### src/rtl/alarm_pkg.sv
package alarm_pkg;

  localparam int SEC_W   = 7;
  localparam int MIN_W   = 7;
  localparam int HOUR_W  = 7;
  localparam int WDAY_W  = 3;
  localparam int MDAY_W  = 6;
  localparam int AREG_W  = 8;
  localparam int MASK_B  = 7;
  localparam int DYDT_B  = 6;
  localparam int NUM_AL  = 2;

  typedef struct packed {
    logic [SEC_W-1:0]  sec;
    logic [MIN_W-1:0]  min;
    logic [HOUR_W-1:0] hour;
    logic [WDAY_W-1:0] wday;
    logic [MDAY_W-1:0] mday;
  } now_t;

  // A masked field matches always; otherwise the low bits must be equal.
  function automatic logic field_hit(input logic [AREG_W-1:0] areg,
                                     input logic [AREG_W-2:0] now);
    return areg[MASK_B] || (areg[AREG_W-2:0] == now);
  endfunction

  // Day byte: bit 6 picks day-of-week (bits 3:0) or date (bits 5:0).
  function automatic logic day_hit(input logic [AREG_W-1:0] areg,
                                   input logic [WDAY_W-1:0] wday,
                                   input logic [MDAY_W-1:0] mday);
    logic r;
    if (areg[MASK_B])
      r = 1'b1;
    else if (areg[DYDT_B])
      r = (areg[3:0] == {{(4-WDAY_W){1'b0}}, wday});
    else
      r = (areg[MDAY_W-1:0] == mday);
    return r;
  endfunction

endpackage

### src/rtl/alarm_unit.sv
module alarm_unit
  import alarm_pkg::*;
#(
  parameter bit HAS_SEC = 1'b1
) (
  input  now_t              now,
  input  logic [AREG_W-1:0] sec_reg,
  input  logic [AREG_W-1:0] min_reg,
  input  logic [AREG_W-1:0] hour_reg,
  input  logic [AREG_W-1:0] day_reg,
  output logic              hit
);

  logic sec_ok;
  logic min_ok;
  logic hour_ok;
  logic day_ok;

  generate
    if (HAS_SEC) begin : g_sec_cmp
      assign sec_ok = field_hit(sec_reg, now.sec);
    end else begin : g_sec_zero
      logic unused_sec;
      assign unused_sec = ^sec_reg;
      assign sec_ok = (now.sec == '0);
    end
  endgenerate

  assign min_ok  = field_hit(min_reg, now.min);
  assign hour_ok = field_hit(hour_reg, now.hour);
  assign day_ok  = day_hit(day_reg, now.wday, now.mday);
  assign hit     = sec_ok && min_ok && hour_ok && day_ok;

endmodule

### src/rtl/alarm_flags.sv
module alarm_flags #(
  parameter int N = 2
) (
  input  logic         clk,
  input  logic         rst_n,
  input  logic         tick,
  input  logic [N-1:0] hit,
  input  logic         wr,
  input  logic [N-1:0] wdata,
  output logic [N-1:0] flags
);

  logic [N-1:0] set_v;
  logic [N-1:0] clr_v;

  assign set_v = tick ? hit : '0;
  assign clr_v = wr ? ~wdata : '0;

  generate
    for (genvar i = 0; i < N; i++) begin : g_flag
      always_ff @(posedge clk) begin
        if (!rst_n)
          flags[i] <= 1'b0;
        else if (set_v[i])
          flags[i] <= 1'b1;
        else if (clr_v[i])
          flags[i] <= 1'b0;
      end
    end
  endgenerate

endmodule

### src/rtl/alarm_irq.sv
module alarm_irq #(
  parameter int N = 2
) (
  input  logic [N-1:0] flags,
  input  logic [N-1:0] ie,
  input  logic         int_mode,
  output logic         irq_n
);

  logic any_req;

  assign any_req = |(flags & ie);
  assign irq_n   = ~(int_mode & any_req);

endmodule

### src/rtl/dual_alarm_match.sv
module dual_alarm_match
  import alarm_pkg::*;
(
  input  logic              clk,
  input  logic              rst_n,
  input  logic              tick,
  input  logic [SEC_W-1:0]  now_sec,
  input  logic [MIN_W-1:0]  now_min,
  input  logic [HOUR_W-1:0] now_hour,
  input  logic [WDAY_W-1:0] now_wday,
  input  logic [MDAY_W-1:0] now_mday,
  input  logic [AREG_W-1:0] a1_sec,
  input  logic [AREG_W-1:0] a1_min,
  input  logic [AREG_W-1:0] a1_hour,
  input  logic [AREG_W-1:0] a1_day,
  input  logic [AREG_W-1:0] a2_min,
  input  logic [AREG_W-1:0] a2_hour,
  input  logic [AREG_W-1:0] a2_day,
  input  logic [NUM_AL-1:0] ie,
  input  logic              int_mode,
  input  logic              flag_wr,
  input  logic [NUM_AL-1:0] flag_wdata,
  output logic [NUM_AL-1:0] flags,
  output logic              irq_n
);

  now_t              now;
  logic [NUM_AL-1:0] al_hit;

  assign now = '{sec: now_sec, min: now_min, hour: now_hour,
                 wday: now_wday, mday: now_mday};

  alarm_unit #(.HAS_SEC(1'b1)) u_al1 (
    .now      (now),
    .sec_reg  (a1_sec),
    .min_reg  (a1_min),
    .hour_reg (a1_hour),
    .day_reg  (a1_day),
    .hit      (al_hit[0])
  );

  // Alarm 2 has no seconds byte: it waits for seconds == 00.
  alarm_unit #(.HAS_SEC(1'b0)) u_al2 (
    .now      (now),
    .sec_reg  ({AREG_W{1'b1}}),
    .min_reg  (a2_min),
    .hour_reg (a2_hour),
    .day_reg  (a2_day),
    .hit      (al_hit[1])
  );

  alarm_flags #(.N(NUM_AL)) u_flags (
    .clk   (clk),
    .rst_n (rst_n),
    .tick  (tick),
    .hit   (al_hit),
    .wr    (flag_wr),
    .wdata (flag_wdata),
    .flags (flags)
  );

  alarm_irq #(.N(NUM_AL)) u_irq (
    .flags    (flags),
    .ie       (ie),
    .int_mode (int_mode),
    .irq_n    (irq_n)
  );

endmodule

### config.mk
export PLATFORM = sky130hd
export DESIGN_NAME = dual_alarm_match
export DESIGN_NICKNAME = d
export VERILOG_FILES = /design/src/rtl/alarm_pkg.sv /design/src/rtl/alarm_unit.sv /design/src/rtl/alarm_flags.sv /design/src/rtl/alarm_irq.sv /design/src/rtl/dual_alarm_match.sv
export SDC_FILE = /design/constraint.sdc
export NUM_CORES = 1
export LEC_CHECK = 0
export ABC_AREA = 0
export BUFFER_PORTS_ARGS = -buffer_cell sky130_fd_sc_hd__buf_2
export CORE_UTILIZATION = 31
export CTS_CLUSTER_DIAMETER = 100
export CTS_CLUSTER_SIZE = 25
export DETAILED_ROUTE_END_ITERATION = 8
export HOLD_SLACK_MARGIN = 0.06
export PLACE_DENSITY = 0.83
export RECOVER_POWER = 25
export SYNTH_ARGS = -nofsm -noshare
export SYNTH_HDL_FRONTEND = slang
export SYNTH_HIERARCHICAL = 1
export SYNTH_SLANG_ARGS = --single-unit
### constraint.sdc
create_clock -name clk -period 1.5 [get_ports clk]
set_input_delay 0.225 -clock clk [delete_from_list [all_inputs] [get_ports clk]]
set_output_delay 0.225 -clock clk [all_outputs]
set_load 0.01 [all_outputs]
==> results.toml <==
[status]
status = "complete, no violations"

[clock_tree]
cts.sinks = 2
cts_root_buffer = "clkbuf_4"
cts_tree = "done"
clock_latency_ns = 0.22
cts_buffer_depth = 2
ctsResizeCount = 0
cts_buffers = 3
cts_htree_levels = 1
cts_setup_buffers = 0
holdBufCountCts = 0
clkTransAtPathRegs_ns = 0.03

[setup_path]
slowest_delay_ns = 0.33
crit_type = "in2reg"
r2r_cells = 2
crit_path_end_kind = "flip-flop"
worstReg2RegStart = "u_flags/flags[1]"
crit_path_max_fanout = 2
critPathTopFamily = "simple AND/OR/NAND/NOR gates"
crit_arrival_ns = 1.51
cp.required_ns = 1.66
worst_path_max_delay_cell = "nor4_2"
reg2reg_to = "u_flags/flags[1]"
reg2reg_slack_ns = 0.93
path_cells = "buf_2 > xor2_1 > nor4_2 > a41oi_1 > nor4_1 > nand3_1 > o21ai_2"
startpoint_type = "primary input"
path_buf_inv = 1

[sta]
max_freq_mhz = 736
rsz0062_at_grt = "no"
fin_hold_ws_ns = 0.245
post-route-period-util_pct = 90.6
min_period_ns = 1.36
hold_viol = 0
slew_headroom_pct = 79.9
drv_slew = 0
tightest_slew_ns = 0.298
skew_ns = 0
setup_viol = 0

[pwr]
combPwrFrac_pct = 63.7
p_per_area_nw_per_um2 = 370
power_uw = 473
intPower_uw = 313
pwr-share-seq_pct = 11.5
switching_share_pct = 33.8
switching_power_uw = 160
ir_drop_mv = 0.260
power.leakage_uw = 0.000639
clkPwrFrac_pct = 24.7

[finish]
antenna_cells_inserted = 0
final_util_pct = 57.3
largest_reg_flops = 2
final_common_cell = "buf_2"
num-fill-cells = 232
area_delta_synth_final_pct = 73.4
drive_gt1_share_pct = 53.7
final_cells = 218
top_register = "u_flags/flags"
layout_common_cells = "96 x buf_2, 38 x xor2_1, 15 x xnor2_1"
largestRegisters = "u_flags/flags: 2 flops"
fin_nets = 287

[grt]
gr-usage-met3_pct = 1.52
grt.met1_usage_pct = 14.6
grt_max_degree = 5
grt_pass1_wl_um = 3240
gr-total-overflow = 0
track_usage_pct = 16.2
grt-busiest-layer = "met2"
grt_pass1_vias = 920
use_met2_pct = 36.4
antenna_found_initial = 0

[synthesis]
yosysWarnings = 6
syn_nets = 185
synth_cells = 90
netlist_area_um2 = 738
avgSynthCellArea_um2 = 8.20

[drt]
wl_per_cell_um = 10.2
num_vias = 1038
wirelength_um = 2220
drtIter0Drc = 6
vias_per_cell = 4.76
ant_nets = 0
dr.pass1.iters = 3
post-route-drc-count = 0

[floorplan]
start_util_pct = 33.1
ios = 98
die_w_um = 50.8
die_area_um2 = 2580
core.rowCount = 17
fp.dieH_um = 50.8
core_area_um2 = 2230

[min_path]
hp-class = "in2reg"
min_from = "tick"
min_path_cells = 3
worstHoldEndpoint = "u_flags/flags[0]"

[flow_run]
maxCapViolCount = 0

[placed_design]
dp_cells = 215
gp_congestion = 0.729
io_buffer_count = 97
hpwl_um = 2140
==> tightest hold or removal path, cell delays in order <==
cell and delay (ns):
buf_2 0.09, nand3_1 0.05, o21ai_1 0.06
==> metrics by stage <==
stage / cell area, um2 / worst slack, ns / setup TNS (ns)
CTS: 1280 / 0.140 / 0
floorplan: 738 / 0.260 / 0
global route: 1280 / 0.0352 / 0
global placement: 1260 / -0.0124 / -0.0124
detailed placement: 1260 / -0.0905 / -0.106
finish: 1280 / 0.141 / 0
==> how the worst max path moves through the flow <==
| stage | start | to | slack (ns) | cells past startpoint |
|---|---|---|---|---|
| after detailed placement | now_min[1] | u_flags/flags[1] | -0.09 | 7 |
| after global placement | now_min[3] | u_flags/flags[0] | -0.01 | 7 |
| final | now_min[1] | u_flags/flags[1] | 0.14 | 7 |
| after floorplan | now_min[3] | u_flags/flags[0] | 0.26 | 6 |
| after CTS | now_min[1] | u_flags/flags[1] | 0.14 | 7 |
| after global routing | now_sec[0] | u_flags/flags[0] | 0.04 | 7 |
==> per-layer routing <==
layer | wire [um] | part of all wire, % | vias up
li1 | - | - | 523
met1 | 743 | 33 | 461
met2 | 1270 | 57 | 54
met3 | 208 | 9.4 | 0
met4 | 0 | 0 | 0
met5 | 0 | 0 | -
==> layout make-up <==
class / instances / area, um2 / area share (%)
clock buffers: 3 / 22.5 / 1.76
multi-input cells: 88 / 698 / 54.5
flip-flops and latches: 2 / 40.0 / 3.13
well taps: 28 / 35.0 / 2.74
repair buffers: 97 / 484 / 37.8
==> power by group through the flow <==
stage	Sequential, uW	Clock, uW	Combinational (uW)
detailed placement	55.3	0	306
global route	54.6	125	331
global placement	55.3	0	298
finish	54.6	117	302
floorplan	55.5	0	127
CTS	54.6	123	307
Power figures use the tool's default switching activity.
